<file path="src/rtl/ivr_pkg.sv">
package ivr_pkg;

    localparam int VEC_W     = 128;
    localparam int VEC_BYTES = 16;
    localparam int BE_W      = VEC_W / 8;
    localparam int MIN_LOG2  = 3;

    // register offsets
    localparam logic [2:0] RA_GLOBAL = 3'd0;
    localparam logic [2:0] RA_RING   = 3'd1;
    localparam logic [2:0] RA_BASE   = 3'd2;
    localparam logic [2:0] RA_WB_LO  = 3'd3;
    localparam logic [2:0] RA_WB_HI  = 3'd4;
    localparam logic [2:0] RA_RPTR   = 3'd5;
    localparam logic [2:0] RA_WPTR   = 3'd6;

    // ring-control bit positions
    localparam int RC_EN_BIT   = 0;
    localparam int RC_SIZE_LSB = 1;
    localparam int RC_WB_BIT   = 8;
    localparam int RC_DET_BIT  = 9;
    localparam int RC_CLR_BIT  = 31;

    typedef struct packed {
        logic [7:0]  src_id;
        logic [27:0] src_data;
        logic [7:0]  ring_id;
        logic [7:0]  vmid;
        logic [15:0] pasid;
    } ivr_event_t;

    typedef struct packed {
        logic        intr_en;
        logic        ring_en;
        logic [4:0]  size_log2;
        logic        wb_en;
        logic        det_en;
        logic [31:0] base;
        logic [31:0] wb_lo;
        logic [7:0]  wb_hi;
    } ivr_cfg_t;

    typedef enum logic [1:0] {
        ST_IDLE = 2'd0,
        ST_VEC  = 2'd1,
        ST_WB   = 2'd2
    } ivr_state_t;

    function automatic logic [VEC_W-1:0] pack_vector(input ivr_event_t e);
        logic [VEC_W-1:0] v;
        v         = '0;
        v[7:0]    = e.src_id;
        v[59:32]  = e.src_data;
        v[71:64]  = e.ring_id;
        v[79:72]  = e.vmid;
        v[95:80]  = e.pasid;
        return v;
    endfunction

endpackage

</file>
<file path="src/rtl/ivr_regs.sv">
module ivr_regs
    import ivr_pkg::*;
#(
    parameter int PTR_W = 16
) (
    input  logic             clk,
    input  logic             rst,
    input  logic             reg_wr,
    input  logic [2:0]       reg_addr,
    input  logic [31:0]      reg_wdata,
    output logic [31:0]      reg_rdata,
    input  logic [PTR_W-1:0] wptr,
    input  logic             ovf,
    output ivr_cfg_t         cfg,
    output logic [PTR_W-1:0] rptr,
    output logic             ovf_clr,
    output logic             sw_ld,
    output logic [PTR_W-1:0] sw_val
);

    logic running;
    assign running = cfg.intr_en & cfg.ring_en;

    always_ff @(posedge clk) begin
        if (rst) begin
            cfg  <= '0;
            rptr <= '0;
        end else if (reg_wr) begin
            case (reg_addr)
                RA_GLOBAL: cfg.intr_en <= reg_wdata[0];
                RA_RING: begin
                    cfg.ring_en   <= reg_wdata[RC_EN_BIT];
                    cfg.size_log2 <= reg_wdata[RC_SIZE_LSB +: 5];
                    cfg.wb_en     <= reg_wdata[RC_WB_BIT];
                    cfg.det_en    <= reg_wdata[RC_DET_BIT];
                end
                RA_BASE:  cfg.base  <= reg_wdata;
                RA_WB_LO: cfg.wb_lo <= reg_wdata;
                RA_WB_HI: cfg.wb_hi <= reg_wdata[7:0];
                RA_RPTR:  rptr      <= {reg_wdata[PTR_W-1:4], 4'b0000};
                default: ;
            endcase
        end
    end

    assign ovf_clr = reg_wr && (reg_addr == RA_RING) && reg_wdata[RC_CLR_BIT];
    assign sw_ld   = reg_wr && (reg_addr == RA_WPTR) && !running;
    assign sw_val  = reg_wdata[PTR_W-1:0];

    always_comb begin
        case (reg_addr)
            RA_GLOBAL: reg_rdata = {31'b0, cfg.intr_en};
            RA_RING:   reg_rdata = {22'b0, cfg.det_en, cfg.wb_en, 2'b00,
                                    cfg.size_log2, cfg.ring_en};
            RA_BASE:   reg_rdata = cfg.base;
            RA_WB_LO:  reg_rdata = cfg.wb_lo;
            RA_WB_HI:  reg_rdata = {24'b0, cfg.wb_hi};
            RA_RPTR:   reg_rdata = {{(32-PTR_W){1'b0}}, rptr};
            RA_WPTR:   reg_rdata = {ovf, {(31-PTR_W){1'b0}}, wptr};
            default:   reg_rdata = '0;
        endcase
    end

endmodule

</file>
<file path="src/rtl/ivr_ptr.sv">
module ivr_ptr
    import ivr_pkg::*;
#(
    parameter int MAX_LOG2 = 14,
    parameter int PTR_W    = MAX_LOG2 + 2
) (
    input  logic             clk,
    input  logic             rst,
    input  logic [4:0]       size_log2,
    input  logic [PTR_W-1:0] rptr,
    input  logic             det_en,
    input  logic             commit,
    input  logic             ovf_clr,
    input  logic             sw_ld,
    input  logic [PTR_W-1:0] sw_val,
    output logic [PTR_W-1:0] wptr,
    output logic             ovf,
    output logic [PTR_W-1:0] wptr_nxt,
    output logic             ovf_nxt,
    output logic             pending
);

    localparam logic [PTR_W-1:0] STEP  = PTR_W'(VEC_BYTES);
    localparam logic [PTR_W-1:0] ALIGN = ~PTR_W'(VEC_BYTES - 1);

    logic [4:0]       eff_log2;
    logic [PTR_W-1:0] mask;
    logic [PTR_W-1:0] rptr_m;
    logic             full;

    always_comb begin
        if (int'(size_log2) > MAX_LOG2)      eff_log2 = 5'(MAX_LOG2);
        else if (int'(size_log2) < MIN_LOG2) eff_log2 = 5'(MIN_LOG2);
        else                                 eff_log2 = size_log2;
    end

    // 4 << L bytes; wraps to zero at the maximum, which yields all ones
    assign mask     = (PTR_W'(4) << eff_log2) - PTR_W'(1);
    assign rptr_m   = rptr & mask;
    assign wptr_nxt = (wptr + STEP) & mask;
    assign full     = (wptr_nxt == rptr_m);
    assign ovf_nxt  = ovf | (det_en & full);
    assign pending  = (rptr_m != wptr) | ovf;

    always_ff @(posedge clk) begin
        if (rst) begin
            wptr <= '0;
            ovf  <= 1'b0;
        end else if (sw_ld) begin
            wptr <= sw_val & mask & ALIGN;
            ovf  <= 1'b0;
        end else begin
            if (commit)
                wptr <= wptr_nxt;
            if (commit && det_en && full)
                ovf <= 1'b1;
            else if (ovf_clr)
                ovf <= 1'b0;
        end
    end

    p_wptr_hold_r3: assert property (@(posedge clk) disable iff (rst)
        (!commit && !sw_ld) |=> $stable(wptr));

    p_ovf_sticky_r6: assert property (@(posedge clk) disable iff (rst)
        (ovf && !ovf_clr && !sw_ld) |=> ovf);

endmodule

</file>
<file path="src/rtl/ivr_wr_fsm.sv">
module ivr_wr_fsm
    import ivr_pkg::*;
#(
    parameter int ADDR_W = 40,
    parameter int PTR_W  = 16
) (
    input  logic              clk,
    input  logic              rst,
    input  logic              running,
    input  logic              wb_en,
    input  logic [31:0]       base,
    input  logic [31:0]       wb_lo,
    input  logic [7:0]        wb_hi,
    input  logic [PTR_W-1:0]  wptr,
    input  logic [PTR_W-1:0]  wptr_nxt,
    input  logic              ovf_nxt,
    input  logic              ev_valid,
    input  ivr_event_t        ev,
    output logic              ev_ready,
    output logic              commit,
    output logic              mem_valid,
    input  logic              mem_ready,
    output logic [ADDR_W-1:0] mem_addr,
    output logic [VEC_W-1:0]  mem_data,
    output logic [BE_W-1:0]   mem_be
);

    localparam int LANES = VEC_W / 32;

    ivr_state_t        state;
    logic [ADDR_W-1:0] vec_addr;
    logic [ADDR_W-1:0] wb_addr;
    logic [31:0]       wb_word;
    logic [VEC_W-1:0]  wb_data;
    logic [BE_W-1:0]   wb_be;

    assign vec_addr = ADDR_W'({base, 8'h00}) + ADDR_W'(wptr);
    assign wb_addr  = ADDR_W'({wb_hi, wb_lo} & ~40'h3);
    assign wb_word  = {ovf_nxt, {(31-PTR_W){1'b0}}, wptr_nxt};
    assign wb_be    = BE_W'(16'h000F << {wb_addr[3:2], 2'b00});

    for (genvar g = 0; g < LANES; g++) begin : g_lane
        assign wb_data[g*32 +: 32] = wb_word;
    end

    assign ev_ready  = (state == ST_IDLE);
    assign mem_valid = (state != ST_IDLE);
    assign commit    = (state == ST_VEC) && mem_ready;

    always_ff @(posedge clk) begin
        if (rst) begin
            state    <= ST_IDLE;
            mem_addr <= '0;
            mem_data <= '0;
            mem_be   <= '0;
        end else begin
            case (state)
                ST_IDLE: begin
                    if (ev_valid && running) begin
                        state    <= ST_VEC;
                        mem_addr <= vec_addr;
                        mem_data <= pack_vector(ev);
                        mem_be   <= '1;
                    end
                end
                ST_VEC: begin
                    if (mem_ready) begin
                        if (wb_en) begin
                            state    <= ST_WB;
                            mem_addr <= wb_addr;
                            mem_data <= wb_data;
                            mem_be   <= wb_be;
                        end else begin
                            state <= ST_IDLE;
                        end
                    end
                end
                ST_WB: begin
                    if (mem_ready)
                        state <= ST_IDLE;
                end
                default: state <= ST_IDLE;
            endcase
        end
    end

    p_mem_hold_r9: assert property (@(posedge clk) disable iff (rst)
        (mem_valid && !mem_ready) |=>
            (mem_valid && $stable(mem_addr) && $stable(mem_data) && $stable(mem_be)));

    p_wb_follow_r8: assert property (@(posedge clk) disable iff (rst)
        (commit && wb_en) |=> mem_valid);

endmodule

</file>
<file path="src/rtl/ivr_producer.sv">
module ivr_producer
    import ivr_pkg::*;
#(
    parameter int ADDR_W   = 40,
    parameter int MAX_LOG2 = 14
) (
    input  logic              clk,
    input  logic              rst,
    input  logic              ev_valid,
    output logic              ev_ready,
    input  logic [7:0]        ev_src_id,
    input  logic [27:0]       ev_src_data,
    input  logic [7:0]        ev_ring_id,
    input  logic [7:0]        ev_vmid,
    input  logic [15:0]       ev_pasid,
    input  logic              reg_wr,
    input  logic [2:0]        reg_addr,
    input  logic [31:0]       reg_wdata,
    output logic [31:0]       reg_rdata,
    output logic              mem_valid,
    input  logic              mem_ready,
    output logic [ADDR_W-1:0] mem_addr,
    output logic [127:0]      mem_data,
    output logic [15:0]       mem_be,
    output logic              irq
);

    localparam int PTR_W = MAX_LOG2 + 2;

    ivr_cfg_t         cfg;
    ivr_event_t       ev;
    logic [PTR_W-1:0] rptr, wptr, wptr_nxt, sw_val;
    logic             ovf, ovf_nxt, ovf_clr, sw_ld, commit, pending, running;

    assign ev      = '{src_id: ev_src_id, src_data: ev_src_data, ring_id: ev_ring_id,
                       vmid: ev_vmid, pasid: ev_pasid};
    assign running = cfg.intr_en & cfg.ring_en;
    assign irq     = cfg.intr_en & pending;

    ivr_regs #(.PTR_W(PTR_W)) u_regs (
        .clk(clk), .rst(rst),
        .reg_wr(reg_wr), .reg_addr(reg_addr), .reg_wdata(reg_wdata), .reg_rdata(reg_rdata),
        .wptr(wptr), .ovf(ovf), .cfg(cfg), .rptr(rptr),
        .ovf_clr(ovf_clr), .sw_ld(sw_ld), .sw_val(sw_val)
    );

    ivr_ptr #(.MAX_LOG2(MAX_LOG2), .PTR_W(PTR_W)) u_ptr (
        .clk(clk), .rst(rst),
        .size_log2(cfg.size_log2), .rptr(rptr), .det_en(cfg.det_en),
        .commit(commit), .ovf_clr(ovf_clr), .sw_ld(sw_ld), .sw_val(sw_val),
        .wptr(wptr), .ovf(ovf), .wptr_nxt(wptr_nxt), .ovf_nxt(ovf_nxt), .pending(pending)
    );

    ivr_wr_fsm #(.ADDR_W(ADDR_W), .PTR_W(PTR_W)) u_fsm (
        .clk(clk), .rst(rst),
        .running(running), .wb_en(cfg.wb_en), .base(cfg.base),
        .wb_lo(cfg.wb_lo), .wb_hi(cfg.wb_hi),
        .wptr(wptr), .wptr_nxt(wptr_nxt), .ovf_nxt(ovf_nxt),
        .ev_valid(ev_valid), .ev(ev), .ev_ready(ev_ready), .commit(commit),
        .mem_valid(mem_valid), .mem_ready(mem_ready), .mem_addr(mem_addr),
        .mem_data(mem_data), .mem_be(mem_be)
    );

    p_drop_disabled_r5: assert property (@(posedge clk) disable iff (rst)
        (ev_valid && ev_ready && !running) |=> !mem_valid);

endmodule

</file>
<file path="config.mk">
export PLATFORM = sky130hd
export DESIGN_NAME = ivr_producer
export DESIGN_NICKNAME = d
export VERILOG_FILES = /design/src/rtl/ivr_pkg.sv /design/src/rtl/ivr_regs.sv /design/src/rtl/ivr_ptr.sv /design/src/rtl/ivr_wr_fsm.sv /design/src/rtl/ivr_producer.sv
export SDC_FILE = /design/constraint.sdc
export NUM_CORES = 1
export LEC_CHECK = 0
export BUFFER_PORTS_ARGS = -buffer_cell sky130_fd_sc_hd__buf_2
export CORE_MARGIN = 2
export CORE_UTILIZATION = 40
export CTS_BUF_LIST = sky130_fd_sc_hd__clkbuf_8
export DETAILED_ROUTE_END_ITERATION = 6
export PLACE_DENSITY = 0.73
export SETUP_SLACK_MARGIN = 0.02
export SKIP_LAST_GASP = 1
export SLEW_MARGIN = 0
export SYNTH_ARGS = -nofsm -noshare
export SYNTH_HDL_FRONTEND = slang
export SYNTH_SLANG_ARGS = --single-unit
</file>
<file path="constraint.sdc">
create_clock -name clk -period 3.08 [get_ports clk]
set_input_delay 0.154 -clock clk [delete_from_list [all_inputs] [get_ports clk]]
set_output_delay 0.154 -clock clk [all_outputs]
set_load 0.05 [all_outputs]
</file>
=== After elaboration in Yosys (flattened, before gate mapping) ===
Index checks and enable logic that the tools add are counted.

* Bits in writable memories: 0
* ROM bits: 0
* Bits in registers: 296
* Memories: 0
* Input port bits: 108
* Word-level logic and storage cells: 93
* Latch bits: 0
* Output and inout port bits: 219

* Bitwise operators: 8
* Equality and inequality tests: 14
* Multipliers: 0
* Multiplexer cells: 24
* Shift-type cells: 2
* Order comparisons: 2
* Add/subtract/negate cells: 3
* Div/mod/pow operators: 0
* Reductions and logical operators: 24

{| class="wikitable"
|+ Operators with widths
! operator !! count
|-
| 128-bit 2-to-1 mux || 3
|-
| 128-bit case mux with 2 select lines || 1
|-
| 32-bit case mux with 7 select lines || 1
|-
| 40-bit 2-to-1 mux || 3
|-
| 16-bit 2-to-1 mux || 5
|-
| 40-bit case mux with 2 select lines || 1
|-
| 16-bit AND || 3
|-
| 40-bit by 16-bit adder with 40-bit output || 1
|-
| 16-bit case mux with 2 select lines || 1
|-
| 16-bit by 5-bit adder with 16-bit output (second input constant) || 1
|-
| 16-bit equality test || 1
|-
| 16-bit != test || 1
|-
| 3-bit by 5-bit << shifter with 16-bit output (first input constant) || 1
|-
| 4-bit by 4-bit << shifter with 16-bit output (first input constant) || 1
|-
| 16-bit by 2-bit subtractor with 16-bit output (second input constant) || 1
|-
| 2-bit AND reduction || 6
|-
| 5-bit 2-to-1 mux || 2
|-
| 3-bit equality test (second input constant) || 3
|-
| 1-bit logical AND || 8
|-
| 2-bit 2-to-1 mux || 4
|-
| 2-bit nonzero test || 4
|-
| 3-bit by 2-bit equality test with 1-bit output (second input constant) || 2
|-
| 2-bit != test (second input constant) || 3
|-
| 2-bit case mux with 3 select lines || 1
|-
| 15 further kinds || 19
|}

=== Depth between registers and ports, before layout ===
Gate-level depths: netlist (run 1).

* Depth after elaboration: 12
* Gate-level depth with buffers: 10
* Gate-level depth less buffers: 10

=== Cells and area by module ===
A second synthesis (run 1) with hierarchy kept.

* Cells, all modules: 1616
* Area total of the unflattened synthesis: 13000.0 µm²

{| class="wikitable"
|+ Modules (own cells, without submodules)
! module !! area each (µm²) !! seq. area each (µm²) !! cells each !! instances
|-
| ivr_wr_fsm || 6691.4 || 2622.5 || 825 || 1
|-
| ivr_regs || 4436.8 || 1861.8 || 541 || 1
|-
| ivr_ptr || 1859.3 || 300.3 || 248 || 1
|-
| ivr_producer || 12.5 || 0.0 || 2 || 1
|}

=== Worst setup path after synthesis (run 1) ===
Ideal clock, no wire load.

* Kind: reg2reg
* Start: register u_ptr.wptr[9]
* End: register u_fsm.mem_addr[24]
* Setup time: 0.095 ns
* Data arrival time: 2.615 ns
* Required time: 2.985 ns
* Path buffers: 1
* Stages on the path, launching flop included: 11
* Setup slack: 0.369 ns
* Cells stage by stage: dfxtp_1 > clkbuf_1 > inv_1 > fa_1 > nor2b_1 > o21a_1 > o21ai_1 > a21o_1 > or3_1 > a31o_1 > a221oi_1

* Longest elaborated chain between the ends: 3

{| class="wikitable"
|+ Ends and longest elaborated chain
! what !! RTL line !! text
|-
| start: declaration || ivr_ptr.sv:16 || <nowiki>output logic [PTR_W-1:0] wptr,</nowiki>
|-
| start signal: assignment || ivr_ptr.sv:50 || <nowiki>wptr <= sw_val & mask & ALIGN;</nowiki>
|-
| start signal: assignment || ivr_ptr.sv:54 || <nowiki>wptr <= wptr_nxt;</nowiki>
|-
| 40-bit by 16-bit adder with 40-bit output || ivr_wr_fsm.sv:37 || <nowiki>assign vec_addr = ADDR_W'({base, 8'h00}) + ADDR_W'(wptr);</nowiki>
|-
| 40-bit 2-to-1 mux || ivr_wr_fsm.sv:59 || <nowiki>if (ev_valid && running) begin</nowiki>
|-
| 40-bit case mux with 2 select lines || ivr_wr_fsm.sv:57 || <nowiki>case (state)</nowiki>
|-
| end signal: assignment || ivr_wr_fsm.sv:61 || <nowiki>mem_addr <= vec_addr;</nowiki>
|-
| end signal: assignment || ivr_wr_fsm.sv:70 || <nowiki>mem_addr <= wb_addr;</nowiki>
|-
| end: declaration || ivr_wr_fsm.sv:23 || <nowiki>output logic [ADDR_W-1:0] mem_addr,</nowiki>
|}

Every way passes these cells. The select of a mux whose other input is x is not followed.
A chain may end at the register's enable or synchronous reset.

=== Worst setup path after layout (run 1) ===
* Start: register, netlist name u_regs.cfg[74]
* End: output port irq

* Longest elaborated chain between the ends: 9
* Elaborated cells on any way between the ends: 10
* Those cells by class: add/sub: 1; order compare: 2; eq/ne: 1; shift: 1; mux: 2; bitwise: 3

{| class="wikitable"
|+ Ends and longest elaborated chain
! what !! RTL line !! text
|-
| 5-bit by 2-bit less-than comparator with 1-bit output || ivr_ptr.sv:33 || <nowiki>else if (int'(size_log2) < MIN_LOG2) eff_log2 = 5'(MIN_LOG2);</nowiki>
|-
| 5-bit 2-to-1 mux || ivr_ptr.sv:33 ||
|-
| 5-bit 2-to-1 mux (*) || ivr_ptr.sv:32 || <nowiki>if (int'(size_log2) > MAX_LOG2) eff_log2 = 5'(MAX_LOG2);</nowiki>
|-
| 3-bit by 5-bit << shifter with 16-bit output (*) || ivr_ptr.sv:38 || <nowiki>assign mask = (PTR_W'(4) << eff_log2) - PTR_W'(1);</nowiki>
|-
| 16-bit by 2-bit subtractor with 16-bit output (*) || ivr_ptr.sv:38 ||
|-
| 16-bit AND (*) || ivr_ptr.sv:39 || <nowiki>assign rptr_m = rptr & mask;</nowiki>
|-
| 16-bit != test (*) || ivr_ptr.sv:43 || <nowiki>assign pending = (rptr_m != wptr) | ovf;</nowiki>
|-
| 1-bit bitwise OR (*) || ivr_ptr.sv:43 ||
|-
| 1-bit AND (*) || ivr_producer.sv:38 || <nowiki>assign irq = cfg.intr_en & pending;</nowiki>
|-
| end: declaration || ivr_producer.sv:25 || <nowiki>output logic irq</nowiki>
|}

Mark *: on every way between the ends. The rest lies on a longest branch, timed or not.

==> results by group, run 1 <==
Logic synthesis
  – Ys flop type: dfxtp_1
  – Synth top area cells: dfxtp_1 (39%), nand2_1 (11%), a21oi_1 (8.1%), buf_4 (3.6%), clkbuf_1 (3.5%)
  – Yosys warns: 0
  – Synthesized flop and latch total: 236
  – Top post-synthesis cells by count: nand2_1 (356), dfxtp_1 (236), a21oi_1 (194), clkbuf_1 (113), nor2_1 (108)
  – Synth Area in XOR/XNOR: 3.74%
  – Post-Synth Simple-Gate Area: 23.6%
  – Post-synth EDFFs: 0
  – Largest family of logic cells by synthesized area: simple AND/OR/NAND/NOR gates
  – Post-synth cell types: 71
  – Synth Instances: 1583
  – Synthesized area per cell: 7.59 um2
  – Yosys top cell area share: 39.3%
  – Sequential-to-total area share from yosys stat: 39.3%
  – Adder-cell share of the synthesized area: 1.21%
  – Synthesized area: 12000 um2
  – Synth async-reset ratio: 0%
  – Synth area leader: dfxtp_1
  – Mux contribution to synthesized area: 3.13%
  – Synth Area in Compound Gates: 20.7%
  – Count leader, synth: nand2_1

Finish
  – Nets: 2036
  – Area growth, synth to finish: 28.7%
  – Antenna fix cells: 0
  – Layout cells sized above 1: 21.6%

Power and ir drop
  – PwrDens: 437 nW/um2
  – Reg power frac: 46.3%
  – Psw: 1.82 mW
  – P_int: 4.93 mW
  – Peak VDD IR: 0.227 mV
  – Clock Power Share: 44.4%
  – Static Leakage: 6.28 nW
  – Comb power frac: 9.3%
  – Switching share of power: 27.0%

Clock tree
  – Worst-skew pair later-pin latency: 0.56 ns
  – Htree depth: 2
  – Post-CTS setup buffers: 0
  – Num CTS Buffers: 42
  – CTS tree: yes
  – Root Driver: clkbuf_8
  – Clock transition at the registers of the reported paths: 0.06 ns
  – Clock Path Buffers: 3
  – TritonCTS sink count: 236

Global routing
  – Global route overflow: 0
  – Global-route wire length before repair: 68.9 mm
  – Antenna violations before repair: 0
  – Number of global-route vias before repair: 12066
  – All-Layer GR Usage: 28.1%
  – Largest net degree at the start of global routing: 92

Timing
  – Slew HR: 32.9%
  – Final Cycle Share: 93.8%
  – Final hold slack: 0.115 ns
  – Unrepaired setup endpoints after global routing: false
  – Endpoints failing setup: 0
  – Max Slew Vio Count: 0
  – Fmax achieved: 0.346 GHz
  – Hold Vio Cnt, Final: 0
  – Tightest Pin Transition: 0.998 ns
  – Setup tns final: 0 ns
  – Minimum clock period after layout: 2.89 ns
  – Clk_skew: 0.0201 ns

Worst setup path
  – Worst Setup End Kind: primary output
  – Crit path DAT: 2.74 ns
  – Worst-path fanout max: 11
  – CP startpoint kind: register
  – Crit Path Category: register to primary output
  – Reg2reg setup slack: 0.35 ns
  – WP data required: 2.93 ns

Drt
  – Initial DRC count: 1306
  – Total number of vias: 13075
  – Wire length per cell: 19.7 um
  – Drt via density: 5.59
  – DR DRC count: 0
  – Drt first pass iters: 6
  – Drt total wl: 46.1 mm
  – Antenna Nets Post-Route: 0

Place
  – Hpwl dp: 32.8 mm
  – Port Buffers: 291
  – Routability cong.: 0.978

Floorplanning
  – Chip height: 177 um
  – I/O pins: 327
  – Area of the core: 29600 um2
  – Die Width: 177 um
  – Die ar.: 31400 um2
  – Initial Utilization: 40.5%
  – # rows: 63

Min path
  – HP Class: input port to register

Outcome
  – Run status: completed

Flow run
  – Max-Cap Viols: 0
==> metal layers <==
layer / global-route usage [%] / share of wire (%)
met5: 0 / 0
met1: 36.6 / 41
met4: 11.6 / 3.8
met2: 46.6 / 47
met3: 4.11 / 8.3
==> what timing repair did <==
action / CTS / global route
hold buffers: 101 / 0
resized for setup: 0 / 5
endpoints found under the hold margin: 167 / 0
endpoints found under the setup margin: 0 / 1
==> power groups by stage <==
stage	logic [mW]	clock network [mW]	registers (mW)
global placement	0.510	0	3.19
detailed placement	0.511	0	3.19
finish	0.625	3.00	3.13
CTS	0.613	3.00	3.12
floorplan	0.370	0	3.17
global route	0.662	3.17	3.13
==> placed cells by master, fill, tap and decap left out, types with 11 or more instances in the layout <==
cell and instances:
nand3_1 64, dfxtp_1 232, a211oi_1 40, xor2_1 20, conb_1 37, a22oi_1 16
nor2_1 106, a31oi_1 11, mux2i_1 32, buf_2 290, dlygate4sd3_1 101, nor3_1 30
o221ai_1 13, o21ai_1 28, inv_1 31, nand4_1 12, nor2b_1 12, a311oi_1 17
xnor2_1 26, nand2_1 356, buf_4 43, a21oi_1 194, clkbuf_8 52
==> cell families after synthesis <==
logic type      Yosys count
buf+inv                 203
other cells               2
fa+ha+maj                11
mux                      37
xor+xnor                 48
simple gates            650
flops                   236
compound gates          396
==> state kept, by name, indices dropped and copies added (netlist names) <==
register and cells:
u_fsm.mem_data 83, u_regs.cfg 81, u_fsm.mem_addr 39, u_ptr.wptr 14, u_regs.rptr 12, u_fsm.mem_be 4, u_fsm.state 2, u_ptr.ovf 1
==> metrics by stage <==
stage	cells	utilization, %	worst slack, ns	area, um2	total power [mW]
floorplan	1618	-	0.369	12100	3.54
global placement	2162	45.9	0.532	13600	3.70
detailed placement	2162	45.9	0.429	13600	3.70
CTS	2338	52.1	0.0351	15500	6.74
global route	2338	52.2	0.0537	15500	6.96
finish	2338	52.2	0.190	15500	6.75
==> layout make-up <==
type / count / area (um2)
clock buffers: 52 / 716
fillers: 2833 / 14200
well taps: 390 / 488
repair buffers: 438 / 2860
inverters: 20 / 75.1
clock inverters: 23 / 136
flip-flops and latches: 236 / 4730
multi-input cells: 1179 / 6460
==> final timing paths <==
path                                            to                             from  depth (start not counted)
setup / recovery                               irq      u_regs.cfg[74]$_SDFFE_PP0P_                          8
setup reg to reg   u_fsm.mem_data[63]$_SDFFE_PP0P_       u_ptr.wptr[4]$_SDFFE_PP0P_                          7
hold reg to reg    u_fsm.mem_data[80]$_SDFFE_PP0P_  u_fsm.mem_data[80]$_SDFFE_PP0P_                          2
hold / removal    u_fsm.mem_data[110]$_SDFFE_PP0P_                              rst                          2
==> critical path, cell delays in order, from the launching register on <==
cell and delay, ns:
dfxtp_1 0.42, o21a_1 0.23, o211ai_1 0.34, nand2_1 0.18, nand2_1 0.11, xor2_1 0.22, nand4_1 0.11, o31a_1 0.32
buf_2 0.22
(Power assumes the default switching activity.)
==> inputs of run 2 (changes only) <==
Settings changed: CORE_UTILIZATION 40 to 55, PLACE_DENSITY 0.73 to unset, PLACE_DENSITY_LB_ADDON set to 0.2.
==> run 2 against run 1 <==
  * Flip-flop and latch count unchanged
  * Count of clock-buffer cells in the layout down 2
  * First-iteration DRC count up 24%
  * Fmax down 0.36%
  * Largest cell class unchanged
  * Clock power down 9.0%
  * Critical path depth unchanged
  * Sequential power about the same
  * Worst hold slack better by 0.020 ns
==> results by group, run 2 (synthesis gave the netlist of run 1 again) <==
Global routing
  – Met1 Resource Use GR: 47.1% (was 36.6%)
  – Global route overflow: 0 (unchanged)
  – Antenna violations before repair: 0 (unchanged)
  – Gr busiest metal: met2 (unchanged)
  – All-Layer GR Usage: 37.8% (was 28.1%)
  – Met3 usage: 8.19% (was 4.11%)
  – Number of global-route vias before repair: 12455 (was 12066)
  – Global-route wire length before repair: 69.8 mm (was 68.9 mm)
  – Largest net degree at the start of global routing: 103 (was 92)
  – Grt met2 use: 60.0% (was 46.6%)

Drt
  – Drt total wl: 45.7 mm (was 46.1 mm)
  – Total number of vias: 13161 (was 13075)
  – Initial DRC count: 1615 (was 1306)
  – Drt first pass iters: 6 (unchanged)
  – DR DRC count: 0 (unchanged)
  – Drt via density: 5.95 (was 5.59)
  – Wire length per cell: 20.7 um (was 19.7 um)
  – Antenna Nets Post-Route: 0 (unchanged)

Timing
  – Tightest Pin Transition: 1.05 ns (was 0.998 ns)
  – Setup tns final: 0 ns (unchanged)
  – Minimum clock period after layout: 2.90 ns (was 2.89 ns)
  – Clk_skew: 0.0276 ns (was 0.0201 ns)
  – Unrepaired setup endpoints after global routing: false (unchanged)
  – Max Slew Vio Count: 0 (unchanged)
  – Hold Vio Cnt, Final: 0 (unchanged)
  – Fmax achieved: 0.345 GHz (was 0.346 GHz)
  – Slew HR: 29.9% (was 32.9%)
  – Final Cycle Share: 94.2% (was 93.8%)
  – Endpoints failing setup: 0 (unchanged)

Clock tree
  – Htree depth: 2 (unchanged)
  – TritonCTS sink count: 236 (unchanged)
  – Worst-skew pair later-pin latency: 0.55 ns (was 0.56 ns)
  – Root Driver: clkbuf_8 (unchanged)
  – Clock transition at the registers of the reported paths: 0.06 ns (about the same)
  – CTS tree: yes (unchanged)
  – Clock Path Buffers: 3 (unchanged)
  – Num CTS Buffers: 40 (was 42)

Power and ir drop
  – Peak VDD IR: 0.408 mV (was 0.227 mV)
  – Power Total: 6.48 mW (was 6.75 mW)
  – PwrDens: 428 nW/um2 (was 437 nW/um2)
  – Static Leakage: 6.18 nW (was 6.28 nW)

Finish
  – FF+latch area: 4730 um2 (unchanged)
  – Antenna fix cells: 0 (unchanged)
  – Nets: 2025 (was 2036)
  – Layout cells sized above 1: 20.9% (was 21.6%)
  – Most flop-heavy register: u_fsm.mem_data (unchanged)
  – Most common cell after layout, fill and taps aside: nand2_1 (unchanged)
  – Most frequent cells in the layout: nand2_1 (356), buf_2 (290), dfxtp_1 (232) (unchanged)
  – Biggest regs: u_fsm.mem_data (83), u_regs.cfg (81), u_fsm.mem_addr (39) (unchanged)
  – Fillers: 1792 (was 2833)
  – Area growth, synth to finish: 26.2% (was 28.7%)
  – Multi-input gate area: 6460 um2 (unchanged)
  – Largest register FFs: 83 (unchanged)

Floorplanning
  – I/O pins: 327 (unchanged)
  – # rows: 54 (was 63)
  – Chip height: 152 um (was 177 um)
  – Die ar.: 23000 um2 (was 31400 um2)
  – Area of the core: 21600 um2 (was 29600 um2)
  – Die Width: 152 um (was 177 um)
  – Initial Utilization: 55.6% (was 40.5%)

Outcome
  – Run status: completed (unchanged)

Flow run
  – Max-Cap Viols: 0 (unchanged)

Place
  – Port Buffers: 291 (unchanged)
  – Routability cong.: 0.961 (was 0.978)
  – Hpwl dp: 30.9 mm (was 32.8 mm)

Worst setup path
  – Max stage delay on crit path: 0.51 ns (was 0.42 ns)
  – Worst-path fanout max: 17 (was 11)
  – Worst Setup End Kind: primary output (unchanged)
  – Critical Path, Cell by Cell: or2_1 -> o211ai_1 -> xor2_1 -> nand2_1 -> nor4_1 -> nand4_1 -> o31a_1 -> buf_2 (was o21a_1 -> o211ai_1 -> nand2_1 -> nand2_1 -> xor2_1 -> nand4_1 -> o31a_1 -> buf_2)
  – WP data required: 2.93 ns (about the same)
  – Crit Path Category: register to primary output (unchanged)
  – Critical path's slowest cell: dfxtp_2 (was dfxtp_1)
  – Crit path DAT: 2.75 ns (was 2.74 ns)
  – CP startpoint kind: register (unchanged)

Min path
  – HP Class: input port to register (unchanged)
[run 2: changes by cell type in the layout (fill, tap and decap cells not counted), sizes merged]
cell,change
buf,-9
clkbuf,-2
inv,-1
clkinvlp,+1
bufinv,-1
clkinv,-4
[run 2: worst paths after layout]
kind,cells past startpoint,slack [ns],from,endpoint
max,8,0.18,u_regs.cfg[78]$_SDFFE_PP0P_,irq
min,2,0.13,rst,u_fsm.mem_data[90]$_SDFFE_PP0P_
max reg2reg,10,0.45,u_regs.cfg[40]$_SDFFE_PP0P_,u_fsm.mem_addr[24]$_SDFFE_PP0P_
min reg2reg,2,0.45,u_fsm.mem_data[54]$_SDFFE_PP0P_,u_fsm.mem_data[54]$_SDFFE_PP0P_
[run 2: repair_timing]
| item | in CTS | in global routing |
|---|---|---|
| setup buffers | 0 | 0 |
| resized for setup | 1 | 4 |
| hold buffers | 101 | 0 |
| setup endpoints to repair | 1 | 1 |
| hold endpoints to repair | 165 | 0 |
[run 2: area by class of cell]
class / instances / share of cell area [%]
multi-input combinational: 1179 / 42.6
sequential: 236 / 31.2
clock inverter: 18 / 0.545
timing repair buffer: 429 / 18.3
tap: 280 / 2.31
inverter: 20 / 0.495
clock buffer: 50 / 4.54
[run 2: worst max-delay path: cells and delay by family (launching register included)]
kind	cells	cell delay, ns
AND/OR/NAND/NOR	4	0.79
flip-flops	1	0.51
AO/OA/AOI/OAI	2	0.51
buffers and inverters	1	0.22
XOR/XNOR	1	0.16
[run 2: where the power goes]
part / total, mW / switching, mW / internal (mW)
Sequential: 3.13 / 0.0435 / 3.08
Combinational: 0.625 / 0.398 / 0.227
Clock: 2.73 / 1.27 / 1.46
Total: 6.48 / 1.72 / 4.77
[run 2: per-layer routing]
layer / vias to the layer above / routed length [um]
met4: 0 / 3030
met5: - / 0
met2: 815 / 20600
met1: 6099 / 17800
met3: 182 / 4290
li1: 6065 / -
[run 2: metrics by stage]
stage                     worst slack, ns  util [%]  hold slack (ns)  cell area [um2]  std cells
final                               0.180      70.1            0.135            15200       2212
after global routing               0.0237      70.1            0.140            15200       2212
after CTS                          0.0342      70.1            0.113            15200       2212
after detailed placement            0.492      61.9            0.411            13400       2043
after global placement              0.542      61.9            0.408            13400       2043
after floorplan                     0.369         -            0.290            12100       1618
==> inputs of run 3 (changes only) <==
Settings changed: REMOVE_ABC_BUFFERS set to 1.
==> run 3 against run 2 <==
  * Flip-flop and latch count is the same
  * Critical path type unchanged
  * Largest power group unchanged
  * Routed wire length shrank 4.2%
  * Count of clock-buffer cells in the layout grew 1
  * Worst hold slack lost 0.090 ns
  * Core utilization grew 0.75 points
  * Clock skew grew 0.0074 ns
  * Total power grew 2.4%
  * Sequential power is essentially flat
  * Setup slack gained 0.0043 ns
  * Cell area grew 1.1%
  * Non-clock buffer count grew 13
==> results by group, run 3 (synthesis gave the netlist of run 1 again) <==
Clock tree
  – Worst-skew pair later-pin latency: 0.56 ns (was 0.55 ns)
  – Num CTS Buffers: 41 (was 40)
  – Root Driver: clkbuf_8 (unchanged)
  – Clock transition at the registers of the reported paths: 0.06 ns (about the same)
  – CTS tree: yes (unchanged)
  – Htree depth: 2 (unchanged)
  – Clock Path Buffers: 3 (unchanged)
  – TritonCTS sink count: 236 (unchanged)

Drt
  – Total number of vias: 13130 (was 13161)
  – Drt first pass iters: 6 (unchanged)
  – DR DRC count: 0 (unchanged)
  – Drt total wl: 43.8 mm (was 45.7 mm)
  – Antenna Nets Post-Route: 0 (unchanged)
  – Wire length per cell: 19.6 um (was 20.7 um)
  – Drt via density: 5.88 (was 5.95)
  – Initial DRC count: 1299 (was 1615)

Global routing
  – Global-route wire length before repair: 68.3 mm (was 69.8 mm)
  – All-Layer GR Usage: 36.4% (was 37.8%)
  – Number of global-route vias before repair: 12370 (was 12455)
  – Antenna violations before repair: 0 (unchanged)
  – Global route overflow: 0 (unchanged)
  – Largest net degree at the start of global routing: 70 (was 103)

Min path
  – HP Class: input port to register (unchanged)
  – Worst hold path cell count: 2 (unchanged)
  – Hold_sp: rst (unchanged)
  – Worst Hold End: u_regs.cfg[64]$_SDFFE_PP0P_ (was u_fsm.mem_data[90]$_SDFFE_PP0P_)

Worst setup path
  – Reg-to-Reg Start: u_regs.cfg[48]$_SDFFE_PP0P_ (was u_regs.cfg[40]$_SDFFE_PP0P_)
  – Critical path's slowest cell: dfxtp_1 (was dfxtp_2)
  – Worst-path fanout max: 11 (was 17)
  – Critical Path, Cell by Cell: xnor2_1 -> nor4_1 -> nand3_1 -> nor4_1 -> nand4_1 -> o31a_1 -> buf_2 (was or2_1 -> o211ai_1 -> xor2_1 -> nand2_1 -> nor4_1 -> nand4_1 -> o31a_1 -> buf_2)
  – Worst Setup End Kind: primary output (unchanged)
  – Crit path DAT: 2.74 ns (was 2.75 ns)
  – Cells on worst reg2reg path: 7 (was 10)
  – CP startpoint kind: register (unchanged)
  – Reg2reg setup slack: 0.44 ns (was 0.45 ns)
  – Max stage delay on crit path: 0.58 ns (was 0.51 ns)
  – WP data required: 2.93 ns (about the same)
  – Crit Path Category: register to primary output (unchanged)
  – Crit path top cell by count: nor4_1
  – Worst r2r dst: u_fsm.mem_addr[38]$_SDFFE_PP0P_ (was u_fsm.mem_addr[24]$_SDFFE_PP0P_)

Floorplanning
  – Die ar.: 23000 um2 (unchanged)
  – Area of the core: 21600 um2 (unchanged)
  – # rows: 54 (unchanged)
  – Chip height: 152 um (unchanged)
  – I/O pins: 327 (unchanged)
  – Initial Utilization: 55.6% (unchanged)
  – Die Width: 152 um (unchanged)

Finish
  – Final Instance Count excl. Fillers: 2232 (was 2212)
  – Most frequent cells in the layout: nand2_1 (356), buf_2 (290), dfxtp_1 (233) (was nand2_1 (356), buf_2 (290), dfxtp_1 (232))
  – Area growth, synth to finish: 27.5% (was 26.2%)
  – Biggest regs: u_fsm.mem_data (83), u_regs.cfg (81), u_fsm.mem_addr (39) (unchanged)
  – Layout cells sized above 1: 21.5% (was 20.9%)
  – Most flop-heavy register: u_fsm.mem_data (unchanged)
  – Antenna fix cells: 0 (unchanged)
  – Nets: 2039 (was 2025)
  – Largest register FFs: 83 (unchanged)
  – Most common cell after layout, fill and taps aside: nand2_1 (unchanged)

Timing
  – Max Slew Vio Count: 0 (unchanged)
  – Minimum clock period after layout: 2.90 ns (about the same)
  – Clk_skew: 0.0350 ns (was 0.0276 ns)
  – Tightest Pin Transition: 1.05 ns (about the same)
  – Slew HR: 28.7% (was 29.9%)
  – Unrepaired setup endpoints after global routing: false (unchanged)
  – Endpoints failing setup: 0 (unchanged)
  – Final Cycle Share: 94.0% (was 94.2%)
  – Fmax achieved: 0.345 GHz (about the same)
  – Hold Vio Cnt, Final: 0 (unchanged)
  – Setup tns final: 0 ns (unchanged)

Power and ir drop
  – Peak VDD IR: 0.377 mV (was 0.408 mV)
  – Power Total: 6.64 mW (was 6.48 mW)
  – PwrDens: 433 nW/um2 (was 428 nW/um2)
  – Static Leakage: 6.30 nW (was 6.18 nW)

Flow run
  – Max-Cap Viols: 0 (unchanged)

Place
  – Placed cells: 2056 (was 2043)
  – Port Buffers: 291 (unchanged)
  – Hpwl dp: 29.4 mm (was 30.9 mm)
  – Routability cong.: 0.964 (was 0.961)

Outcome
  – Run status: completed (unchanged)
## run 3: area by class of cell
type | count | area [um2]
Sequential cell | 236 | 4730
Clock inverter | 24 | 126
Timing Repair Buffer | 442 | 2870
Clock buffer | 51 | 702
Inverter | 20 | 75.1
Fill cell | 1778 | 6290
Multi-Input combinational cell | 1179 | 6470
Tap cell | 280 | 350
## run 3: how the worst max path moves through the flow
stage	from	end	slack [ns]	depth (start not counted)
2_1_floorplan	u_fsm.state[0]$_SDFFE_PP0P_	u_fsm.mem_addr[22]$_SDFFE_PP0P_	-2.97	6
6_report	u_ptr.wptr[4]$_SDFFE_PP0P_	irq	0.18	7
4_1_cts	u_regs.cfg[76]$_SDFFE_PP0P_	irq	0.07	8
5_1_grt	u_regs.cfg[78]$_SDFFE_PP0P_	irq	0.05	9
3_5_place_dp	u_ptr.wptr[4]$_SDFFE_PP0P_	u_fsm.mem_data[63]$_SDFFE_PP0P_	0.45	8
3_3_place_gp	u_regs.cfg[40]$_SDFFE_PP0P_	u_fsm.mem_addr[24]$_SDFFE_PP0P_	0.56	10
## run 3: metrics by stage
stage	setup slack [ns]	hold slack (ns)	utilization [%]	instance area (um2)
after floorplan	-2.97	0.223	-	11200
after global placement	0.562	0.407	62.3	13500
after detailed placement	0.449	0.412	62.3	13500
after CTS	0.0695	0.0446	70.9	15300
after global routing	0.0508	0.0693	70.9	15300
final	0.184	0.0449	70.9	15300
## run 3: critical path, delay by kind of cell (launching register included)
| family | cells | cell delay, ns |
|---|---|---|
| AND/OR/NAND/NOR | 4 | 0.97 |
| flip-flops | 1 | 0.58 |
| XOR/XNOR | 1 | 0.12 |
| AO/OA/AOI/OAI | 1 | 0.30 |
| buffers and inverters | 1 | 0.21 |
## run 3: timing repair
action | CTS | global route
endpoints found under the hold margin | 169 | 0
pin swaps | 0 | 0
buffers inserted | 0 | 0
hold buffers | 101 | 0
resized for setup | 1 | 4
gates cloned | 0 | 0
endpoints found under the setup margin | 1 | 1
## run 3: layer usage
metal / vias up / track usage, % / share of wire [%]
li1: 6101 / - / -
met1: 6135 / 46.5 / 40
met2: 753 / 61.0 / 47
met3: 141 / 6.73 / 8.9
met4: 0 / 14.5 / 4.2
met5: - / 0 / 0
## run 3: power breakdown
group	switching, mW	internal, mW	leakage, nW
sequential	0.0410	3.08	1.91
combinational	0.396	0.230	3.90
clock	1.31	1.58	0.491
total	1.75	4.89	6.30
